==> src/rtl/csd_cap_pkg.sv <==
// Package: shared constants and types for the capacity encoder.
// Assumes nothing beyond the fixed template layouts used by both formats.
package csd_cap_pkg;

    typedef enum logic [1:0] {
        ENC_IDLE   = 2'd0,
        ENC_SHIFT  = 2'd1,
        ENC_FINISH = 2'd2
    } enc_state_t;

    localparam int HC_SIZE_W    = 22;
    localparam int STD_MANT_W   = 12;
    localparam int STD_EXP_W    = 3;
    localparam int KIB_LIMIT    = 4096;
    localparam int EXP_MIN      = 2;
    localparam int EXP_MAX      = 9;

    localparam logic [31:0] HC_W3  = 32'h400E0032;
    localparam logic [31:0] HC_W2  = 32'h5B590000;
    localparam logic [31:0] HC_W1  = 32'h00007F80;
    localparam logic [31:0] HC_W0  = 32'h0A4040DF;

    localparam logic [31:0] STD_W3 = 32'h00260032;
    localparam logic [31:0] STD_W2 = 32'h5F5A8000;
    localparam logic [31:0] STD_W1 = 32'h3EF84FFF;
    localparam logic [31:0] STD_W0 = 32'h928040CB;

endpackage

==> src/rtl/csd_fmt_select.sv <==
// Module: csd_fmt_select
// Decides the layout from a sector count and computes the high-capacity
// size field together with its overflow flag. Purely combinational.
// Assumes SECT_W > 23, so that the 2 GiB threshold and the 22-bit field
// are both representable.
module csd_fmt_select #(
    parameter int SECT_W = 34
) (
    input  logic [SECT_W-1:0]               sect_i,
    output logic                            is_hc_o,
    output logic [csd_cap_pkg::HC_SIZE_W-1:0] hc_size_o,
    output logic                            hc_err_o
);
    import csd_cap_pkg::*;

    localparam int QUOT_SHIFT = 10;                       // 512 KiB / 512 B
    localparam logic [SECT_W-1:0] HC_THRESH = SECT_W'(1) << 22;

    logic [SECT_W-1:0] quot;
    logic [SECT_W-1:0] size_full;

    // Threshold compare and size field arithmetic.
    always_comb begin
        is_hc_o   = (sect_i > HC_THRESH);
        quot      = sect_i >> QUOT_SHIFT;
        size_full = quot - SECT_W'(1);
        hc_size_o = size_full[HC_SIZE_W-1:0];
        hc_err_o  = |size_full[SECT_W-1:HC_SIZE_W];
    end

endmodule

==> src/rtl/csd_exp_search.sv <==
// Module: csd_exp_search
// Holds the KiB value and the shift count of the standard-layout exponent
// search. On a load it takes a new value and clears the count. On each step
// it halves the value and counts one shift, as long as the value is above the
// limit. Assumes that the controller steps only after a load.
module csd_exp_search #(
    parameter int KIB_W = 33,
    parameter int CNT_W = 7
) (
    input  logic             clk,
    input  logic             rst_n,
    input  logic             load_i,
    input  logic [KIB_W-1:0] kib_i,
    input  logic             step_i,
    output logic             above_o,
    output logic [KIB_W-1:0] kib_o,
    output logic [CNT_W-1:0] cnt_o
);
    import csd_cap_pkg::*;

    localparam logic [KIB_W-1:0] LIMIT = KIB_W'(KIB_LIMIT);

    logic [KIB_W-1:0] kib_q;
    logic [CNT_W-1:0] cnt_q;

    // Compare against the limit that ends the loop.
    assign above_o = (kib_q > LIMIT);
    assign kib_o   = kib_q;
    assign cnt_o   = cnt_q;

    // Load, or halve and count one shift.
    always_ff @(posedge clk) begin
        if (!rst_n) begin
            kib_q <= '0;
            cnt_q <= '0;
        end else if (load_i) begin
            kib_q <= kib_i;
            cnt_q <= '0;
        end else if (step_i && above_o) begin
            kib_q <= kib_q >> 1;
            cnt_q <= cnt_q + CNT_W'(1);
        end
    end

    // every counted step makes the value strictly smaller
    a_r4_step_shrinks: assert property (@(posedge clk) disable iff (!rst_n)
        (step_i && above_o && !load_i) |=> (kib_q < $past(kib_q)) && (cnt_q == $past(cnt_q) + CNT_W'(1)));

    // a load restarts the count
    a_r4_load_clears: assert property (@(posedge clk) disable iff (!rst_n)
        load_i |=> (cnt_q == '0));

endmodule

==> src/rtl/csd_word_merge.sv <==
// Module: csd_word_merge
// Places the computed fields into the template words of the selected layout
// and works out the range error. Purely combinational. Assumes that kib_i
// is already at or below the loop limit when the standard layout is used.
module csd_word_merge #(
    parameter int KIB_W = 33,
    parameter int CNT_W = 7
) (
    input  logic                               is_hc_i,
    input  logic [csd_cap_pkg::HC_SIZE_W-1:0]  hc_size_i,
    input  logic                               hc_err_i,
    input  logic [KIB_W-1:0]                   kib_i,
    input  logic [CNT_W-1:0]                   cnt_i,
    output logic [31:0]                        w0_o,
    output logic [31:0]                        w1_o,
    output logic [31:0]                        w2_o,
    output logic [31:0]                        w3_o,
    output logic                               err_o
);
    import csd_cap_pkg::*;

    logic [KIB_W-1:0]      mant_full;
    logic [STD_MANT_W-1:0] mant;
    logic [CNT_W-1:0]      exp_full;
    logic [STD_EXP_W-1:0]  expo;
    logic                  std_err;

    // Mantissa, exponent and the standard-layout range check.
    always_comb begin
        mant_full = kib_i - KIB_W'(1);
        mant      = mant_full[STD_MANT_W-1:0];
        exp_full  = cnt_i - CNT_W'(EXP_MIN);
        expo      = exp_full[STD_EXP_W-1:0];
        std_err   = (cnt_i < CNT_W'(EXP_MIN)) || (cnt_i > CNT_W'(EXP_MAX));
    end

    // Select the template and place the fields unless they are out of range.
    always_comb begin
        if (is_hc_i) begin
            err_o = hc_err_i;
            w3_o  = HC_W3;
            w0_o  = HC_W0;
            w2_o  = HC_W2 | (hc_err_i ? 32'd0 : {26'd0, hc_size_i[21:16]});
            w1_o  = HC_W1 | (hc_err_i ? 32'd0 : {hc_size_i[15:0], 16'd0});
        end else begin
            err_o = std_err;
            w3_o  = STD_W3;
            w0_o  = STD_W0;
            w2_o  = STD_W2 | (std_err ? 32'd0 : {22'd0, mant[11:2]});
            w1_o  = STD_W1 | (std_err ? 32'd0 :
                              {mant[1:0], 12'd0, expo, 15'd0});
        end
    end

endmodule

==> src/rtl/csd_cap_encoder.sv <==
// Module: csd_cap_encoder (top)
// Sequences one encoding run: it samples the sector count on start, runs the
// exponent search for the standard layout (one shift per clock), then
// registers the merged words and pulses done. Assumes that sectors_i is valid
// in the cycle where start_i is high. Starts that arrive while busy are dropped.
module csd_cap_encoder #(
    parameter int SECT_W = 34
) (
    input  logic              clk,
    input  logic              rst_n,
    input  logic              start_i,
    input  logic [SECT_W-1:0] sectors_i,
    output logic              busy_o,
    output logic              done_o,
    output logic              high_cap_o,
    output logic              range_err_o,
    output logic [31:0]       csd_w0_o,
    output logic [31:0]       csd_w1_o,
    output logic [31:0]       csd_w2_o,
    output logic [31:0]       csd_w3_o
);
    import csd_cap_pkg::*;

    localparam int KIB_W = SECT_W - 1;
    localparam int CNT_W = $clog2(SECT_W) + 1;

    enc_state_t               state_q;
    logic                     hc_q;
    logic [HC_SIZE_W-1:0]     hc_size_q;
    logic                     hc_err_q;

    logic                     sel_hc;
    logic [HC_SIZE_W-1:0]     sel_size;
    logic                     sel_err;
    logic                     accept;
    logic                     step;
    logic                     above;
    logic [KIB_W-1:0]         kib;
    logic [CNT_W-1:0]         cnt;
    logic [31:0]              m_w0, m_w1, m_w2, m_w3;
    logic                     m_err;

    assign accept = start_i && (state_q == ENC_IDLE);
    assign step   = (state_q == ENC_SHIFT);
    assign busy_o = (state_q != ENC_IDLE);

    csd_fmt_select #(.SECT_W(SECT_W)) u_sel (
        .sect_i    (sectors_i),
        .is_hc_o   (sel_hc),
        .hc_size_o (sel_size),
        .hc_err_o  (sel_err)
    );

    csd_exp_search #(.KIB_W(KIB_W), .CNT_W(CNT_W)) u_search (
        .clk     (clk),
        .rst_n   (rst_n),
        .load_i  (accept),
        .kib_i   (sectors_i[SECT_W-1:1]),
        .step_i  (step),
        .above_o (above),
        .kib_o   (kib),
        .cnt_o   (cnt)
    );

    csd_word_merge #(.KIB_W(KIB_W), .CNT_W(CNT_W)) u_merge (
        .is_hc_i   (hc_q),
        .hc_size_i (hc_size_q),
        .hc_err_i  (hc_err_q),
        .kib_i     (kib),
        .cnt_i     (cnt),
        .w0_o      (m_w0),
        .w1_o      (m_w1),
        .w2_o      (m_w2),
        .w3_o      (m_w3),
        .err_o     (m_err)
    );

    // Run sequencing: idle, shifting, finishing.
    always_ff @(posedge clk) begin
        if (!rst_n) begin
            state_q <= ENC_IDLE;
        end else begin
            unique case (state_q)
                ENC_IDLE:   if (accept) state_q <= sel_hc ? ENC_FINISH : ENC_SHIFT;
                ENC_SHIFT:  if (!above) state_q <= ENC_FINISH;
                ENC_FINISH: state_q <= ENC_IDLE;
                default:    state_q <= ENC_IDLE;
            endcase
        end
    end

    // Capture the layout decision and the high-capacity field at acceptance.
    always_ff @(posedge clk) begin
        if (!rst_n) begin
            hc_q      <= 1'b0;
            hc_size_q <= '0;
            hc_err_q  <= 1'b0;
        end else if (accept) begin
            hc_q      <= sel_hc;
            hc_size_q <= sel_size;
            hc_err_q  <= sel_err;
        end
    end

    // Register the result and pulse done at the end of a run.
    always_ff @(posedge clk) begin
        if (!rst_n) begin
            done_o      <= 1'b0;
            high_cap_o  <= 1'b0;
            range_err_o <= 1'b0;
            csd_w0_o    <= '0;
            csd_w1_o    <= '0;
            csd_w2_o    <= '0;
            csd_w3_o    <= '0;
        end else begin
            done_o <= (state_q == ENC_FINISH);
            if (state_q == ENC_FINISH) begin
                high_cap_o  <= hc_q;
                range_err_o <= m_err;
                csd_w0_o    <= m_w0;
                csd_w1_o    <= m_w1;
                csd_w2_o    <= m_w2;
                csd_w3_o    <= m_w3;
            end
        end
    end

    // done lasts one cycle
    a_r7_done_single: assert property (@(posedge clk) disable iff (!rst_n)
        done_o |=> !done_o);

    // the block is idle in the cycle where done is high
    a_r8_done_idle: assert property (@(posedge clk) disable iff (!rst_n)
        done_o |-> !busy_o);

    // results hold outside the done cycle
    a_r8_hold: assert property (@(posedge clk) disable iff (!rst_n)
        !done_o |-> ($stable(csd_w0_o) && $stable(csd_w1_o) && $stable(csd_w2_o)
                     && $stable(csd_w3_o) && $stable(high_cap_o) && $stable(range_err_o)));

    // high-capacity fixed words
    a_r2_hc_template: assert property (@(posedge clk) disable iff (!rst_n)
        (done_o && high_cap_o) |-> (csd_w3_o == HC_W3) && (csd_w0_o == HC_W0)
                                   && (csd_w1_o[15:0] == HC_W1[15:0]));

    // standard fixed words
    a_r5_std_template: assert property (@(posedge clk) disable iff (!rst_n)
        (done_o && !high_cap_o) |-> (csd_w3_o == STD_W3) && (csd_w0_o == STD_W0));

    // a standard range error leaves the fields zero
    a_r6_err_clear: assert property (@(posedge clk) disable iff (!rst_n)
        (done_o && !high_cap_o && range_err_o) |->
            (csd_w2_o == STD_W2) && (csd_w1_o == STD_W1));

endmodule

==> config.mk <==
export PLATFORM = sky130hd
export DESIGN_NAME = csd_cap_encoder
export DESIGN_NICKNAME = d
export VERILOG_FILES = /design/src/rtl/csd_cap_pkg.sv /design/src/rtl/csd_fmt_select.sv /design/src/rtl/csd_exp_search.sv /design/src/rtl/csd_word_merge.sv /design/src/rtl/csd_cap_encoder.sv
export SDC_FILE = /design/constraint.sdc
export NUM_CORES = 1
export LEC_CHECK = 0
export ABC_CLOCK_PERIOD_IN_PS = 5400
export BUFFER_PORTS_ARGS = -buffer_cell sky130_fd_sc_hd__buf_2
export CELL_PAD_IN_SITES_DETAIL_PLACEMENT = 1
export CELL_PAD_IN_SITES_GLOBAL_PLACEMENT = 1
export CORE_MARGIN = 3
export CORE_UTILIZATION = 40
export DETAILED_ROUTE_END_ITERATION = 8
export HOLD_SLACK_MARGIN = 0.08
export PLACE_DENSITY = 0.89
export SLEW_MARGIN = 10
export SYNTH_ARGS = -nofsm -noshare
export SYNTH_HDL_FRONTEND = slang
export SYNTH_SLANG_ARGS = --single-unit
==> constraint.sdc <==
create_clock -name clk -period 5.4 [get_ports clk]
set_input_delay 1.08 -clock clk [delete_from_list [all_inputs] [get_ports clk]]
set_output_delay 1.08 -clock clk [all_outputs]
set_load 0.01 [all_outputs]
==> results.md <==
- CP required: 5.66 ns
- Pwr/cell area: 313 nW/µm²
- Drt drc: 0
- Yosys reg bits: 98
- Status: finished clean
- Slew headroom: 30.1%
- Clock-pin slew on the worst setup and hold paths: 0.07 ns
- CP top delay family: compound AO/OA/AOI/OAI gates
- Layout area overhead: 7.93%
- CTS max path bufs: 2
- Grt total ovfl: 0
- Die area: 14700 µm²
- CTS tree: built
- Critical Path AT: 3.37 ns
- Cts bufs inserted: 9
- Vias/cell: 5.57
- Worst stage delay on the critical path: 0.71 ns
- Final setup vio count: 0
- Core box area: 12800 µm²
- Detailed Routing Iterations Pass 1: 5
- Maximum clock frequency: 321 MHz
- Root Buffer: clkbuf_16
- Post-synthesis cell count: 638
- Vias: 4774
- Die Wd: 121 µm
- Post-CTS sizing: 0
- I/O Buffers: 116
- Slowest CP cell: o31ai_4
- Htree depth: 3
- Worst clock skew: 0.0113 ns
- Syn Std Cell Area: 5300 µm²
- Peak VDD IR: 0.000155 V
- GR peak layer: met2
- RSZ-0062 raised after global routing: false
- Setup TNS Final: 0 ns
- Fin crit period: 3.11 ns
- Post-CTS setup buffer count: 0
- Routed Antenna Nets: 0
- # placed instances: 842
- Top cell type's share of synthesized area: 37.0%
- Final Hold Viols: 0
- Routed WL per cell: 18.0 µm
- Worst-path maximum fanout: 22
- Clock Sinks: 98
- Final core occ: 44.8%
- Layout Nets: 726
- Gpl congestion: 0.860
- Total Wirelength: 15400 µm
- Max Slew Vio Count: 0
- Share of layout cells above drive strength 1: 21.2%
- Hold WC Path Type: register to register
- Vias in the first global route: 4454
- Least-Margin Pin Slew: 1.04 ns
- Cell taking the most area after synthesis: dfxtp_1
- Critical path capture point type: register
- Fin crit share: 57.7%
- Yosys cell types: 52
- GR Layer Usage met2: 34.6%
- Initial antenna violation count: 0
- I/O pins: 169
- GRT Overall Usage: 20.7%
- Mean Syn Cell Area: 8.31 µm²
- First-pass GRT wire length: 23900 µm
- Cell Count, Final, Fillers Out: 857
- DIE HEIGHT: 121 µm
- Kind of critical path: register to register
- CTS Hold Bufs: 0
- Post-synth EDFFs: 0
- Setup crit start kind: register
- CP Buf/Inv Count: 1
- Maximum Capacitance Violations: 0
- Warnings from Yosys: 0
- Detail Placement HPWL: 11500 µm
- DRT iter0 DRCs: 454
- GRT met3 Usage: 4.43%
- Async S/R FF share, synth: 0%
- Leakage: 2.46 nW
- Sequential element share of the synthesized area: 37.0%
- Crit-path cells: or4_1, o41a_1, o31ai_4, buf_4, a221oi_1, a211oi_1
- Clock Latency Late Sink: 0.35 ns
- # diodes: 0
- Largest net degree at the start of global routing: 48
- # rows: 41
- Starting density of the core: 41.5%
- M1 GR Usage: 26.2%
- Top cells by area in the synthesized netlist: dfxtp_1 (37%), buf_4 (14%), a21oi_1 (5.1%)
- Top_reg_cell synth: dfxtp_1
## cells by family after synthesis
group | share of synthesized area [%]
and+or+nand+nor | 15.9
other | 0.0707
AOI/OAI and AO/OA | 22.2
xor gates and xnor gates | 4.13
DFF | 37.0
buffers and inverters | 18.7
muxes | 0.212
adders and majority gates | 1.89
## cells in the mapped netlist, types with 2 or more instances
cell type	instances
nand2b_1	4
nor4_1	18
xnor2_1	13
nand3_1	7
o21a_1	2
o21ai_0	47
nor2_1	70
clkbuf_1	32
or2_2	3
o22ai_1	2
a22oi_1	6
or3_1	9
a222oi_1	10
a221oi_1	20
a211oi_1	18
dfxtp_1	98
buf_6	5
or4_1	9
xor2_1	12
a221o_1	2
buf_4	99
nor3_1	9
o21ai_1	4
buf_2	2
nor2b_1	3
and3_1	2
nand4_1	3
a21oi_1	54
ha_1	8
inv_1	15
nand2_1	28
a311oi_1	4
## where the power goes
group | switching, W | internal [W] | leakage, nW
clock | 0.000279 | 0.000450 | 0.163
combinational | 0.000163 | 0.0000890 | 1.49
sequential | 0.0000453 | 0.000765 | 0.806
## registers in the layout, indices dropped and copies added (netlist names)
register,count
csd_w2_o,10
csd_w1_o,20
u_search.cnt_o,7
hc_err_q,1
state_q,2
hc_q,1
done_o,1
hc_size_q,22
range_err_o,1
u_search.kib_o,33
## final timing paths
| kind | start | slack [ns] | depth (start not counted) | to |
|---|---|---|---|---|
| worst max register to register | u_search.kib_o[6] | 2.29 | 6 | u_search.kib_o[27] |
| worst min-delay path | csd_w1_o[15] | 0.46 | 2 | csd_w1_o[15] |
| worst min register to register | csd_w1_o[15] | 0.46 | 2 | csd_w1_o[15] |
| worst max-delay path | u_search.kib_o[6] | 2.29 | 6 | u_search.kib_o[27] |
## cells in the final DEF (no fill, tap or decap), drive strengths merged, types with 2 or more instances in the layout
cell | synthesis | layout
o22ai | 2 | 2
a21oi | 54 | 54
dfxtp | 98 | 98
conb | 1 | 52
nand2 | 28 | 28
clkbuf | 32 | 10
a221o | 2 | 2
o31ai | 2 | 2
a211oi | 19 | 19
a222oi | 10 | 10
nor3 | 9 | 9
nor2b | 3 | 3
nand3 | 7 | 7
or2 | 3 | 3
nand4 | 3 | 3
clkinv | 0 | 2
o21a | 2 | 2
a22oi | 6 | 6
buf | 107 | 120
o21ai | 51 | 51
bufinv | 0 | 3
or4 | 9 | 9
nor4 | 19 | 19
xor2 | 12 | 12
or3 | 9 | 9
nand2b | 4 | 4
and3 | 2 | 2
inv | 15 | 15
a311oi | 4 | 4
nor2 | 70 | 70
xnor2 | 13 | 13
a221oi | 21 | 21
ha | 8 | 8
## worst min-delay path, cell delays in order (launching register included)
cell and delay [ns]:
dfxtp_1 0.31, nand2_1 0.05, a21oi_1 0.05
## stage by stage
step                      total power [W]  hold slack [ns]  cell area [µm²]  worst slack, ns
final                             0.00179            0.460             5720             2.29
after global routing              0.00186            0.501             5720             2.15
after CTS                         0.00180            0.461             5720             2.31
after detailed placement          0.00108            0.453             5390             2.15
after global placement            0.00106            0.441             5390             2.31
after floorplan                   0.00103            0.446             5490             2.67
## routing by layer
metal / vias up / wire (µm)
li1: 2223 / -
met1: 2313 / 6420
met2: 209 / 7430
met3: 29 / 1210
met4: 0 / 377
met5: - / 0
## cell type report
cell class                 count  area, µm²
clock inverter                 5        104
sequential                    98       1960
clock buffer                  10        229
timing repair buffer         120        611
tap                          172        215
multi-input combinational    437       2540
fill                        1587       7050
inverter                      15       56.3
No activity file was read; power rests on OpenSTA's default activity.
